$ cat config.mk
export PLATFORM = sky130hd
export DESIGN_NAME = refloss_monitor
export DESIGN_NICKNAME = d
export VERILOG_FILES = /design/src/rtl/refloss_monitor.sv
export SDC_FILE = /design/constraint.sdc
export NUM_CORES = 1
export LEC_CHECK = 0
export ABC_AREA = 1
export BUFFER_PORTS_ARGS = -buffer_cell sky130_fd_sc_hd__buf_2
export CORE_ASPECT_RATIO = 0.7
export CORE_MARGIN = 10
export CORE_UTILIZATION = 40
export CTS_CLUSTER_DIAMETER = 80
export CTS_CLUSTER_SIZE = 12
export DETAILED_ROUTE_END_ITERATION = 10
export PLACE_DENSITY = 0.58
export SYNTH_ARGS = -nofsm -noshare
export SYNTH_HDL_FRONTEND = slang
export SYNTH_SLANG_ARGS = --single-unit
$ cat constraint.sdc
create_clock -name clk -period 2.25 [get_ports clk]
set_input_delay 0.675 -clock clk [delete_from_list [all_inputs] [get_ports clk]]
set_output_delay 0.675 -clock clk [all_outputs]
set_load 0.01 [all_outputs]
$ cat src/rtl/refloss_monitor.sv
module refloss_monitor #(
  parameter int MISS_CYCLES = 64
) (
  input  logic       clk,
  input  logic       rst_n,
  input  logic       ref_edge,
  input  logic       pfd_tick,
  input  logic       lock_in,
  input  logic       mon_en,
  input  logic [1:0] arm_dly,
  input  logic [3:0] stat_sel,
  output logic       loss_flag,
  output logic       cp_tristate,
  output logic       status_out
);
  localparam int MW = $clog2(MISS_CYCLES + 1);
  localparam int QW = 5;

  logic [MW-1:0] miss_cnt;
  logic [QW-1:0] qual_cnt;
  logic [QW-1:0] qual_goal;
  logic          armed;
  logic          ref_missing;
  logic          lol_or_lref;

  always_comb begin
    case (arm_dly)
      2'd0:    qual_goal = QW'(3);
      2'd1:    qual_goal = QW'(6);
      2'd2:    qual_goal = QW'(12);
      default: qual_goal = QW'(24);
    endcase
  end

  assign ref_missing = (miss_cnt == MW'(MISS_CYCLES));

  always_ff @(posedge clk or negedge rst_n) begin
    if (!rst_n)           miss_cnt <= '0;
    else if (ref_edge)    miss_cnt <= '0;
    else if (!ref_missing) miss_cnt <= miss_cnt + 1'b1;
  end

  always_ff @(posedge clk or negedge rst_n) begin
    if (!rst_n) begin
      qual_cnt <= '0;
      armed    <= 1'b0;
    end else if (!mon_en) begin
      qual_cnt <= '0;
      armed    <= 1'b0;
    end else if (!armed) begin
      if (!lock_in) qual_cnt <= '0;
      else if (pfd_tick) begin
        if (qual_cnt + QW'(1) >= qual_goal) begin
          armed    <= 1'b1;
          qual_cnt <= '0;
        end else begin
          qual_cnt <= qual_cnt + QW'(1);
        end
      end
    end
  end

  always_ff @(posedge clk or negedge rst_n) begin
    if (!rst_n)                      loss_flag <= 1'b0;
    else if (!mon_en)                loss_flag <= 1'b0;
    else if (armed && ref_missing)   loss_flag <= 1'b1;
  end

  assign cp_tristate = loss_flag;
  assign lol_or_lref = !lock_in || loss_flag;

  always_comb begin
    case (stat_sel)
      4'b1010: status_out = loss_flag;
      4'b1111: status_out = !loss_flag;
      4'b1101: status_out = lol_or_lref;
      4'b1110: status_out = !lol_or_lref;
      default: status_out = 1'b0;
    endcase
  end

  AST_ARM_NEEDS_LOCK_TICK: assert property (@(posedge clk) disable iff (!rst_n)
    $rose(armed) |-> $past(lock_in && pfd_tick && mon_en));
  AST_FLAG_NEEDS_MISS: assert property (@(posedge clk) disable iff (!rst_n)
    $rose(loss_flag) |-> $past(armed && ref_missing));
  AST_FLAG_STICKY: assert property (@(posedge clk) disable iff (!rst_n)
    (loss_flag && mon_en) |=> loss_flag);
  AST_DISABLE_CLEARS: assert property (@(posedge clk) disable iff (!rst_n)
    !mon_en |=> (!loss_flag && !cp_tristate));
  AST_UNUSED_SEL_LOW: assert property (@(posedge clk) disable iff (!rst_n)
    !(stat_sel inside {4'b1010, 4'b1111, 4'b1101, 4'b1110}) |-> !status_out);
endmodule

# [Yosys cells after proc, flatten, opt, wreduce, memory -nomap -nowiden]
# Index checks and enable logic that the tools add are counted.
# W data, S select, Z words.
[word_totals] regBits=14 output_inout_bits=3 elab_cells=41
[classes] n_addsub=2 order_cmp=1 n_eq_ne=11 muxes=16 n_reduce_logical=7
[op_table] op="$mux W5" n=5
[op_table] op="$eq A4 B4 Y1 const B" n=4
[op_table] op="$pmux W5 S3" n=1
[op_table] op="$mux W7" n=2
[op_table] op="$add A7 B1 Y7 const B" n=1
[op_table] op="$eq A7 B7 Y1 const B" n=1
[op_table] op="$mux W1" n=7
[op_table] op="$add A5 B1 Y5 const B" n=1
[op_table] op="$ge A5 B5 Y1" n=1
[op_table] op="$ne A2 B2 Y1 const B" n=2
[op_table] op="$pmux W1 S4" n=1
[op_table] op="$logic_not A1 Y1" n=3
[op_table] op="$ne A3 B3 Y1 const B" n=1
[op_table] op="$eq A2 B1 Y1 const B" n=1
[op_table] op="$eq A2 B2 Y1 const B" n=1
[op_table] op="$logic_not A2 Y1" n=1
[op_table] op="$ne A2 B1 Y1 const B" n=1
[op_table] op="$reduce_and A2 Y1" n=1
[op_table] op="$logic_and A1 B1 Y1" n=1
[op_table] op="$logic_or A1 B1 Y1" n=1

# [Depth between registers and ports, before layout]
[depth] ltp_word=8 mapped_depth=13 ltp_nobuf=13

# [Worst setup path before layout]
# Ideal clock, no wire load.
[synth_path] kind="input -> register" start="input port arm_dly[0]" end="register qual_cnt[3]" t_arrival_ps=1739 setup_slack_ps=446 stages=11 path_buffers=0 path_cell_list="inv_1 > ha_1 > inv_1 > ha_1 > nand2_1 > nand2_1 > nand2_1 > nand2_1 > nor2_4 > nand2_1 > nand2_1"
[synth_via] elab_chain_len=8 word_cells_on_any_way=10
[synth_rtl] item="start, declared" line="10" source="input logic [1:0] arm_dly,"
[synth_rtl] item="$eq A2 B2 Y1, or another cell as far along" line="27" source="case (arm_dly)"
[synth_rtl] item="$pmux W5 S3 *" line="27"
[synth_rtl] item="$ge A5 B5 Y1 *" line="53" source="if (qual_cnt + QW'(1) >= qual_goal) begin"
[synth_rtl] item="$mux W5 *" line="53"
[synth_rtl] item="$mux W5 *" line="52" source="else if (pfd_tick) begin"
[synth_rtl] item="$mux W5 *" line="51" source="if (!lock_in) qual_cnt <= '0;"
[synth_rtl] item="$mux W5 *" line="50" source="end else if (!armed) begin"
[synth_rtl] item="$mux W5 *" line="47" source="end else if (!mon_en) begin"
[synth_rtl] item="end signal, assigned" line="57" source="qual_cnt <= qual_cnt + QW'(1);"
[synth_rtl] item="end, declared" line="20" source="logic [QW-1:0] qual_cnt;"
# Mark *: on every way between the ends. The rest lies on a longest branch, timed or not. The select of a mux whose other input is x is not followed.
# A chain may end at the register's enable or synchronous reset.

# [Worst setup path in the final report]
[layout_path] start="register qual_cnt[0]" end="register qual_cnt[3]"
[layout_via] elab_chain_len=7
[layout_rtl] item="$add A5 B1 Y5 *" line="53, 57"
[layout_rtl] item="$ge A5 B5 Y1" line="53"
[layout_rtl] item="$mux W5 *" line="53"
[layout_rtl] item="$mux W5 *" line="52"
[layout_rtl] item="$mux W5 *" line="51"
[layout_rtl] item="$mux W5 *" line="50"
[layout_rtl] item="$mux W5 *" line="47"
# Marks and branches as above.

==> summary.txt <==
Outcome
  • Run status: finished clean

Synthesis
  • Mapped Nets: 172
  • Most used DFF post-synth: dfrtp_1
  • Synth async-reset ratio: 1.00
  • Mapped Area: 1060 um2
  • Synth cell types: 20
  • Number of synthesized flops with an enable pin: 0
  • Seq cells post-synth: 14
  • Synthesis Warnings: 0
  • Synth Instances: 148
  • Post-synthesis sequential area ratio: 0.330
  • Mean area per synthesized cell: 7.18 um2

Worst setup path
  • R2r setup slk: 260 ps
  • Crit-path slowest cell: dfrtp_1
  • Critical path class: reg -> reg
  • Worst Setup End Kind: register
  • Startpoint types: register
  • Most frequent CP cell: nand2_1
  • Max FO, Critical Path: 6
  • CP top delay family: adder cells
  • Worst path max stage delay: 460 ps
  • Worst EP arrival: 2180 ps
  • Req. time, crit path: 2430 ps
  • Critical-path cell list: ha_1 -> xnor2_1 -> inv_1 -> ha_1 -> nand2_1 -> nand2_1 -> nand2_1 -> nand2_1 -> nor2_4 -> nand2_1 -> nand2_1
  • WP depth: 11
  • Buf/Inv on CP: 1
  • R2R depth: 11

Layout
  • Most frequent cells in the layout: nand2_1, inv_1, dfrtp_1, buf_2, nor2_1
  • Most common cell after layout, fill and taps aside: nand2_1
  • Post-route cell area: 1220 um2
  • Layout area overhead: 15.1%
  • Fraction of final layout cells sized beyond drive strength 1: 0.188
  • Nets@finish: 190
  • Diode count: 0

Power
  • Leakage: 0.694 nW
  • Peak VDD IR: 0.329 mV
  • Power Density: 488 nW/um2

Clock tree
  • Clock Sinks: 14
  • Hold_buf cts: 0
  • Clk Latency, worst-skew pair: 240 ps
  • Clk root buf: clkbuf_8
  • CTS clock-pin slew for the worst setup and hold paths: 60 ps
  • H-tree depth: 1
  • Number of gates resized after CTS: 0
  • Clock Path Buffers: 2
  • Total setup buffers inserted after CTS: 0
  • CTS tree: built
  • TritonCTS Buffers: 3

Detailed routing
  • DRT Wirelength: 2.13 mm
  • TritonRoute pass-1 iters: 4
  • Initial DRC Count: 44
  • Drt drc: 0
  • Routed len/inst: 10.7 um
  • Routed via count: 944
  • Via density: 4.74
  • Post-DRT Antenna Nets: 0

Global routing
  • Vias in the first global route: 851
  • Remaining Overflow, GRT: 0
  • Pin count of the biggest net entering global routing: 15
  • Tot GR Track Use: 0.0889
  • First-pass GRT wire length: 3.80 mm
  • Initial antenna violation count: 0

Timing
  • Worst Tran Pin Value: 314 ps
  • Total negative slack: 0 ps
  • Unrepaired setup endpoints after global routing: false
  • Period Utilization, post-route: 0.887
  • Max Freq: 0.501 GHz
  • Final setup fails: 0
  • Fin. max-slew vios: 0
  • Post-layout minimum cycle time: 1990 ps
  • Final Hold Viols: 0
  • Normalized max-slew margin: 0.791
  • Worst Clk Skew: 1.21 ps

Run
  • Max-Cap Viols: 0

Die
  • Row Count: 15
  • Num ports: 15
  • Die H: 63.1 um
  • Die width: 81.6 um
  • Initial Util: 0.426
  • DIE AREA: 5150 um2
  • Core ar.: 2500 um2

Placement
  • GP Congestion: 0.749
  • Port buffer count: 14
  • Placement Cell Area: 1170 um2
  • Hpwl dp: 1.80 mm

Hold path
  • HP Class: in -> async
synth_stat cells (2+ instances only):
cell type,instances,area (um2)
o21ai_1,3,15.0
ha_1,12,150
dfrtp_1,14,350
nand4_1,8,50.1
nand2_2,2,12.5
nor2_2,3,18.8
nor2_1,13,48.8
inv_2,3,11.3
nand2_1,40,150
a21oi_1,4,20.0
nand3_1,10,50.1
o21ai_0,4,20.0
inv_1,25,93.8
cell type report:
type	instances	area, um2
Timing Repair Buffer	14	70.1
Fill cell	261	1270
Multi-Input combinational cell	105	599
Inverter	28	105
Tap cell	34	42.5
Clock buffer	4	55.1
Sequential cell	14	350
stage by stage:
step	setup slack, ps	util	hold slack (ps)	std cells	power (mW)
2_1_floorplan	446	-	379	148	0.326
3_3_place_gp	223	0.468	505	195	0.357
4_1_cts	248	0.490	326	199	0.604
5_1_grt	88.3	0.490	330	199	0.632
3_5_place_dp	157	0.468	508	195	0.359
6_report	255	0.490	314	199	0.597
per-layer routing:
| layer | wire length, um | global-route usage |
|---|---|---|
| met5 | 0 | 0 |
| met1 | 1190 | 0.128 |
| met2 | 831 | 0.122 |
| met3 | 92 | 0.0354 |
| met4 | 14 | 0.0127 |
final timing paths:
| path | startpoint | to |
|---|---|---|
| max | qual_cnt[0] | qual_cnt[3] |
| min | rst_n | miss_cnt[1] |
| max reg2reg | qual_cnt[0] | qual_cnt[3] |
| min reg2reg | qual_cnt[4] | qual_cnt[4] |
| max in group asynchronous | rst_n | miss_cnt[0] |
| min in group clk | qual_cnt[4] | qual_cnt[4] |
registers in the layout, indices dropped and copies added, names as in the netlist:
| name | cells |
|---|---|
| armed | 1 |
| cp_tristate | 1 |
| miss_cnt | 7 |
| qual_cnt | 5 |
where the power goes:
group	internal (mW)	leakage (nW)	total, mW	switching [mW]
registers	0.259	0.192	0.267	0.00821
logic	0.0337	0.473	0.0871	0.0534
clock network	0.155	0.0288	0.243	0.0881
logic make-up (layout without fill, tap and decap cells):
group,count (synthesis),in the layout,synth area share
fa+ha+maj,12,12,0.141
flops,14,14,0.330
buf+inv,29,46,0.106
compound gates,12,12,0.0601
simple gates,80,80,0.355
xor+xnor,1,1,0.00825
Note: power is estimated with default switching activity, not from simulation.
